$ cat src/rtl/msi_cap_pkg.sv
package msi_cap_pkg;
  localparam int VEC_CNT = 32;
  localparam int VEC_W   = $clog2(VEC_CNT);
  localparam int REG_W   = 32;
  localparam int HALF_W  = REG_W / 2;
  localparam int REG_AW  = 3;
  localparam int ADDR_W  = 2 * REG_W;
  localparam logic [REG_W-1:0] DCFG_RESET = 32'hffe06540;

  typedef enum logic [REG_AW-1:0] {
    REG_STATUS = 3'd0,
    REG_CLEAR  = 3'd1,
    REG_MSET   = 3'd2,
    REG_MCLR   = 3'd3,
    REG_TGT_LO = 3'd4,
    REG_TGT_HI = 3'd5,
    REG_DCFG   = 3'd6,
    REG_NONE   = 3'd7
  } regSel_e;

  typedef struct packed {
    logic               capValid;
    logic [VEC_CNT-1:0] capBits;
    logic [VEC_CNT-1:0] clrBits;
    logic [VEC_CNT-1:0] maskSetBits;
    logic [VEC_CNT-1:0] maskClrBits;
    logic               tgtLoWr;
    logic               tgtHiWr;
    logic               cfgWr;
    logic [REG_W-1:0]   wrData;
  } strobes_t;
endpackage

$ cat src/rtl/msi_cap_ctrl.sv
module msi_cap_ctrl
  import msi_cap_pkg::*;
(
  input  logic                   clk,
  input  logic                   rstN,
  input  logic                   inWrValid,
  input  logic [ADDR_W-1:0]      inWrAddr,
  input  logic [REG_W-1:0]       inWrData,
  input  logic                   regWrEn,
  input  logic [REG_AW-1:0]      regAddr,
  input  logic [REG_W-1:0]       regWrData,
  input  logic [REG_W-1:0]       tgtLo,
  input  logic [REG_W-1:0]       tgtHi,
  input  logic [REG_W-1:0]       dataCfg,
  output strobes_t               strobes
);
  logic msiEn, addrHit, patHit, capHit;
  logic [VEC_W-1:0] vecIdx;
  logic [VEC_CNT-1:0] capOneHot;
  logic [VEC_CNT-1:0] wrVec;
  regSel_e wrSel;

  // Inbound match: enable, address with byte bits ignored, masked data pattern
  assign msiEn   = tgtLo[0];
  assign addrHit = (inWrAddr[ADDR_W-1:2] == {tgtHi, tgtLo[REG_W-1:2]});
  assign patHit  = ((inWrData[HALF_W-1:0] & dataCfg[REG_W-1:HALF_W]) == dataCfg[HALF_W-1:0]);
  assign capHit  = inWrValid && msiEn && addrHit && patHit;
  assign vecIdx  = inWrData[VEC_W-1:0];

  for (genvar v = 0; v < VEC_CNT; v++) begin : g_vecDec
    assign capOneHot[v] = capHit && (vecIdx == VEC_W'(v));
  end

  assign wrSel = regSel_e'(regAddr);
  assign wrVec = regWrData[VEC_CNT-1:0];

  always_comb begin
    strobes = '0;
    strobes.capValid = capHit;
    strobes.capBits  = capOneHot;
    strobes.wrData   = regWrData;
    if (regWrEn) begin
      unique case (wrSel)
        REG_CLEAR:  strobes.clrBits     = wrVec;
        REG_MSET:   strobes.maskSetBits = wrVec;
        REG_MCLR:   strobes.maskClrBits = wrVec;
        REG_TGT_LO: strobes.tgtLoWr     = 1'b1;
        REG_TGT_HI: strobes.tgtHiWr     = 1'b1;
        REG_DCFG:   strobes.cfgWr       = 1'b1;
        default: ;
      endcase
    end
  end


  cap_onehot_chk: assert property (@(posedge clk) disable iff (!rstN)
    strobes.capValid |-> ($countones(strobes.capBits) == 1));


  mask_strobe_excl_chk: assert property (@(posedge clk) disable iff (!rstN)
    ((strobes.maskSetBits & strobes.maskClrBits) == '0));
endmodule

$ cat src/rtl/msi_cap_dp.sv
module msi_cap_dp
  import msi_cap_pkg::*;
(
  input  logic               clk,
  input  logic               rstN,
  input  strobes_t           strobes,
  input  logic [REG_AW-1:0]  regAddr,
  output logic [REG_W-1:0]   regRdData,
  output logic [REG_W-1:0]   tgtLo,
  output logic [REG_W-1:0]   tgtHi,
  output logic [REG_W-1:0]   dataCfg,
  output logic               irqOut
);
  logic [VEC_CNT-1:0] status, mask;
  logic [VEC_CNT-1:0] capMasked;
  regSel_e rdSel;

  assign capMasked = strobes.capValid ? strobes.capBits : '0;

  // Per-vector pending and mask cells; capture dominates clear
  for (genvar v = 0; v < VEC_CNT; v++) begin : g_vec
    always_ff @(posedge clk) begin
      if (!rstN) begin
        status[v] <= 1'b0;
        mask[v]   <= 1'b1;
      end else begin
        if (capMasked[v])              status[v] <= 1'b1;
        else if (strobes.clrBits[v])   status[v] <= 1'b0;
        if (strobes.maskSetBits[v])      mask[v] <= 1'b1;
        else if (strobes.maskClrBits[v]) mask[v] <= 1'b0;
      end
    end
  end

  always_ff @(posedge clk) begin
    if (!rstN) begin
      tgtLo   <= '0;
      tgtHi   <= '0;
      dataCfg <= DCFG_RESET;
    end else begin
      if (strobes.tgtLoWr) tgtLo   <= strobes.wrData;
      if (strobes.tgtHiWr) tgtHi   <= strobes.wrData;
      if (strobes.cfgWr)   dataCfg <= strobes.wrData;
    end
  end

  assign irqOut = |(status & ~mask);

  assign rdSel = regSel_e'(regAddr);
  always_comb begin
    regRdData = '0;
    unique case (rdSel)
      REG_STATUS:         regRdData = REG_W'(status);
      REG_MSET, REG_MCLR: regRdData = REG_W'(mask);
      REG_TGT_LO:         regRdData = tgtLo;
      REG_TGT_HI:         regRdData = tgtHi;
      REG_DCFG:           regRdData = dataCfg;
      default:            regRdData = '0;
    endcase
  end


  cap_sets_chk: assert property (@(posedge clk) disable iff (!rstN)
    strobes.capValid |=> ((status & $past(strobes.capBits)) == $past(strobes.capBits)));


  clr_takes_chk: assert property (@(posedge clk) disable iff (!rstN)
    (strobes.clrBits != '0) |=> ((status & $past(strobes.clrBits & ~capMasked)) == '0));


  no_cap_disabled_chk: assert property (@(posedge clk) disable iff (!rstN)
    !tgtLo[0] |=> ((status & ~$past(status)) == '0));


  mask_set_chk: assert property (@(posedge clk) disable iff (!rstN)
    (strobes.maskSetBits != '0) |=> ((mask & $past(strobes.maskSetBits)) == $past(strobes.maskSetBits)));


  all_masked_quiet_chk: assert property (@(posedge clk) disable iff (!rstN)
    (&mask) |-> !irqOut);
endmodule

$ cat src/rtl/msi_capture_ctrl.sv
module msi_capture_ctrl
  import msi_cap_pkg::*;
(
  input  logic              clk,
  input  logic              rstN,
  input  logic              inWrValid,
  input  logic [63:0]       inWrAddr,
  input  logic [31:0]       inWrData,
  input  logic              regWrEn,
  input  logic [2:0]        regAddr,
  input  logic [31:0]       regWrData,
  output logic [31:0]       regRdData,
  output logic              irqOut
);
  strobes_t strobes;
  logic [REG_W-1:0] tgtLo, tgtHi, dataCfg;

  msi_cap_ctrl u_ctrl (
    .clk(clk), .rstN(rstN),
    .inWrValid(inWrValid), .inWrAddr(inWrAddr), .inWrData(inWrData),
    .regWrEn(regWrEn), .regAddr(regAddr), .regWrData(regWrData),
    .tgtLo(tgtLo), .tgtHi(tgtHi), .dataCfg(dataCfg),
    .strobes(strobes)
  );

  msi_cap_dp u_dp (
    .clk(clk), .rstN(rstN),
    .strobes(strobes), .regAddr(regAddr),
    .regRdData(regRdData),
    .tgtLo(tgtLo), .tgtHi(tgtHi), .dataCfg(dataCfg),
    .irqOut(irqOut)
  );
endmodule

$ cat config.mk
export PLATFORM = sky130hd
export DESIGN_NAME = msi_capture_ctrl
export DESIGN_NICKNAME = d
export VERILOG_FILES = /design/src/rtl/msi_cap_pkg.sv /design/src/rtl/msi_cap_ctrl.sv /design/src/rtl/msi_cap_dp.sv /design/src/rtl/msi_capture_ctrl.sv
export SDC_FILE = /design/constraint.sdc
export NUM_CORES = 1
export LEC_CHECK = 0
export CAP_MARGIN = 20
export CORE_MARGIN = 2
export CORE_UTILIZATION = 40
export CTS_BUF_LIST = sky130_fd_sc_hd__clkbuf_4
export DETAILED_ROUTE_END_ITERATION = 8
export PLACE_DENSITY = 0.61
export RECOVER_POWER = 50
export SYNTH_ARGS = -nofsm -noshare
export SYNTH_HDL_FRONTEND = slang
export SYNTH_SLANG_ARGS = --single-unit
export TNS_END_PERCENT = 20
$ cat constraint.sdc
create_clock -name clk -period 3.64 [get_ports clk]
set_clock_uncertainty 0.05 [all_clocks]
set_input_delay 0.546 -clock clk [delete_from_list [all_inputs] [get_ports clk]]
set_output_delay 0.546 -clock clk [all_outputs]
set_load 0.005 [all_outputs]
==> results.json <==
{
  "status": "finished, violations left",
  "violations": "capacitance limit, slew limit",
  "required_ps": 3040,
  "p_clk_share_pct": 32.0,
  "synth_area_per_cell_um2": 7.49,
  "clk_latency_ps": 580,
  "io_pins": 168,
  "die_area_mm2": 0.0237,
  "nNetsFinal": 1432,
  "critPathCaptureType": "output pin",
  "vias": 9097,
  "drive_above_1_share_pct": 6.42,
  "grt_util_met3_pct": 4.34,
  "p_seq_share_pct": 50.9,
  "setup_ws_ps": 526,
  "core_mm2": 0.0220,
  "critPathMaxFanout": 37,
  "fin_hold_ws_ps": 404,
  "antenna_found_initial": 1,
  "synthToLayoutAreaGrowth_pct": 22.0,
  "nFillCells": 2164,
  "power.switching_w": 0.00104,
  "worstSetupPathType": "in -> out",
  "yosys_warnings": 0,
  "dp_hpwl_um": 26100,
  "cts_tree": "built",
  "netSwitchingFraction_pct": 28.9,
  "io_buffer_count": 149,
  "synth_seq_area_share_pct": 35.7,
  "layout.area.seq_mm2": 0.00320,
  "syn_inst": 1198,
  "cts.sinks": 160,
  "place.gp.congestion": 0.900,
  "min_period_ps": 3110,
  "vias_per_cell": 5.72,
  "track_usage_pct": 29.7,
  "dp_cells": 1558,
  "startpoint_type": "primary input",
  "pre_cts_ws_ps": 434,
  "fmax_ghz": 0.321,
  "arrival_ps": 2520,
  "path_clk_slew_ps": 150,
  "final_common_cell": "nand2_1",
  "initialDrtViolationCount": 980,
  "synth_cell_types": 48,
  "irDropWorstVdd_mv": 0.149,
  "die_h_um": 154,
  "globalRoute.busiestLayer": "met2",
  "final-setup-viol-count": 0,
  "drt.antenna.violating_nets": 0,
  "hold_viol_final": 0,
  "p_comb_share_pct": 17.1,
  "cts-root-buf": "clkbuf_4",
  "async_flop_share_pct": 0,
  "met1_usage_pct": 43.1,
  "layout_common_cells": "nand2_1 (309), dfxtp_1 (160), clkdlybuf4s50_1 (144), a21boi_0 (80), nand3_1 (64)",
  "cts_resized": 0,
  "rsz0062_at_grt": "false",
  "wl_um": 35600,
  "synth_ff_type": "dfxtp_1",
  "grt_max_degree": 161,
  "synth_edf_count": 0,
  "cts.path.max_buffers": 2,
  "drc_errors": 0,
  "grt_pass1_wl_um": 52400,
  "grt_pass1_vias": 8420,
  "finalCritPeriodShare_pct": 85.5,
  "grt_overflow": 0,
  "wl_per_cell_um": 22.4,
  "htree_levels": 4,
  "fin_cells": 1589,
  "multi_input_area_mm2": 0.00521,
  "post_cts_buffers": 0,
  "fin_tns_setup_ps": 0,
  "grtUsageMet2_pct": 44.2,
  "chipWidth_um": 154,
  "synth_area_mm2": 0.00898,
  "synth_seq_cells": 160,
  "num_rows": 54,
  "p_int_w": 0.00256,
  "start_util_pct": 40.9,
  "hold_buffers": 0,
  "synth_nets": 1333,
  "drt_first_pass_iters": 5,
  "worstHoldPathType": "in -> reg",
  "cts_made_buffers": 17,
  "worstMarginPinSlew_ps": 1980,
  "power_density_mw_per_mm2": 329,
  "finalMaxSlewViolations": 33,
  "slew_headroom_pct": -31.8,
  "power.leakage_nw": 3.91,
  "cap_violations": 1
}
## path summary, 6_finish.rpt
| check | cells past startpoint | slack, ps | endpoint | startpoint |
|---|---|---|---|---|
| setup reg to reg | 6 | 1030 | u_dp.status[8] | u_dp.tgtHi[31] |
| setup / recovery | 7 | 530 | regRdData[29] | regAddr[2] |
| hold / removal | 5 | 400 | u_dp.status[9] | rstN |
| hold reg to reg | 2 | 430 | u_dp.tgtLo[1] | u_dp.tgtLo[1] |
## power groups by stage
| stage | registers [W] | clock network [W] | logic (W) |
|---|---|---|---|
| 2_1_floorplan | 0.00185 | 0 | 0.000279 |
| 3_3_place_gp | 0.00187 | 0 | 0.000609 |
| 3_5_place_dp | 0.00187 | 0 | 0.000608 |
| 4_1_cts | 0.00183 | 0.00117 | 0.000612 |
| 5_1_grt | 0.00184 | 0.00124 | 0.000654 |
| 6_report | 0.00183 | 0.00115 | 0.000616 |
## Yosys cell counts, types with 7 or more instances
| library cell | number | area share, % |
|---|---|---|
| nand2_1 | 309 | 13 |
| dfxtp_1 | 160 | 36 |
| a21boi_0 | 80 | 6.7 |
| clkbuf_1 | 77 | 3.2 |
| nand3_1 | 64 | 3.6 |
| inv_1 | 56 | 2.3 |
| nor2_1 | 49 | 2.0 |
| o211ai_1 | 33 | 2.8 |
| xnor2_1 | 33 | 3.2 |
| mux2i_1 | 32 | 3.6 |
| nand2b_1 | 32 | 2.2 |
| nand3b_1 | 30 | 2.5 |
| o21ai_2 | 30 | 2.9 |
| a211oi_1 | 26 | 2.2 |
| a31oi_1 | 26 | 1.8 |
| nand4_1 | 25 | 1.7 |
| o22ai_1 | 22 | 1.5 |
| xor2_1 | 17 | 1.7 |
| nor4_1 | 11 | 0.77 |
| a21oi_1 | 9 | 0.50 |
| o21ai_0 | 9 | 0.50 |
| a22oi_1 | 7 | 0.59 |
## metal layers
layer  routed length (um)  up-vias
li1                     -     4323
met1                16000     4282
met2                15300      444
met3                 3140       48
met4                 1230        0
met5                    0        -
## per-stage QoR
step	total power [W]	cell area (um2)	util (%)
6_report	0.00360	11000	49.9
2_1_floorplan	0.00213	8980	-
5_1_grt	0.00373	11000	49.9
4_1_cts	0.00362	11000	50.0
3_3_place_gp	0.00248	10700	48.7
3_5_place_dp	0.00248	10700	48.7
## kinds of logic after synthesis
| logic type | after synthesis | synth area share, % |
|---|---|---|
| AO/OA/AOI/OAI | 261 | 21.4 |
| XOR/XNOR | 50 | 4.88 |
| buffers and inverters | 148 | 6.59 |
| flip-flops | 160 | 35.7 |
| multiplexers | 32 | 3.57 |
| AND/OR/NAND/NOR | 547 | 27.9 |
## sequential cells by signal (all words and copies together), names as in the netlist
name and flops:
u_dp.mask 32, u_dp.dataCfg 32, u_dp.status 32, u_dp.tgtLo 32, u_dp.tgtHi 32
## worst max-delay path, stage by stage
cell and delay, ps:
buf_4 200, buf_12 210, nor2b_1 300, clkbuf_1 320, a22oi_1 110, o21ai_0 210
clkdlybuf4s50_1 600
## cell type report
cell class	instances	area share, %
Sequential cell	160	29.3
Clock buffer	18	1.23
Inverter	56	1.92
Multi-Input combinational cell	890	47.5
Timing Repair Buffer	172	15.4
Antenna cell	1	0.0229
Tap cell	280	3.20
Clock inverter	12	1.47
No activity file was read; power rests on OpenSTA's default activity.
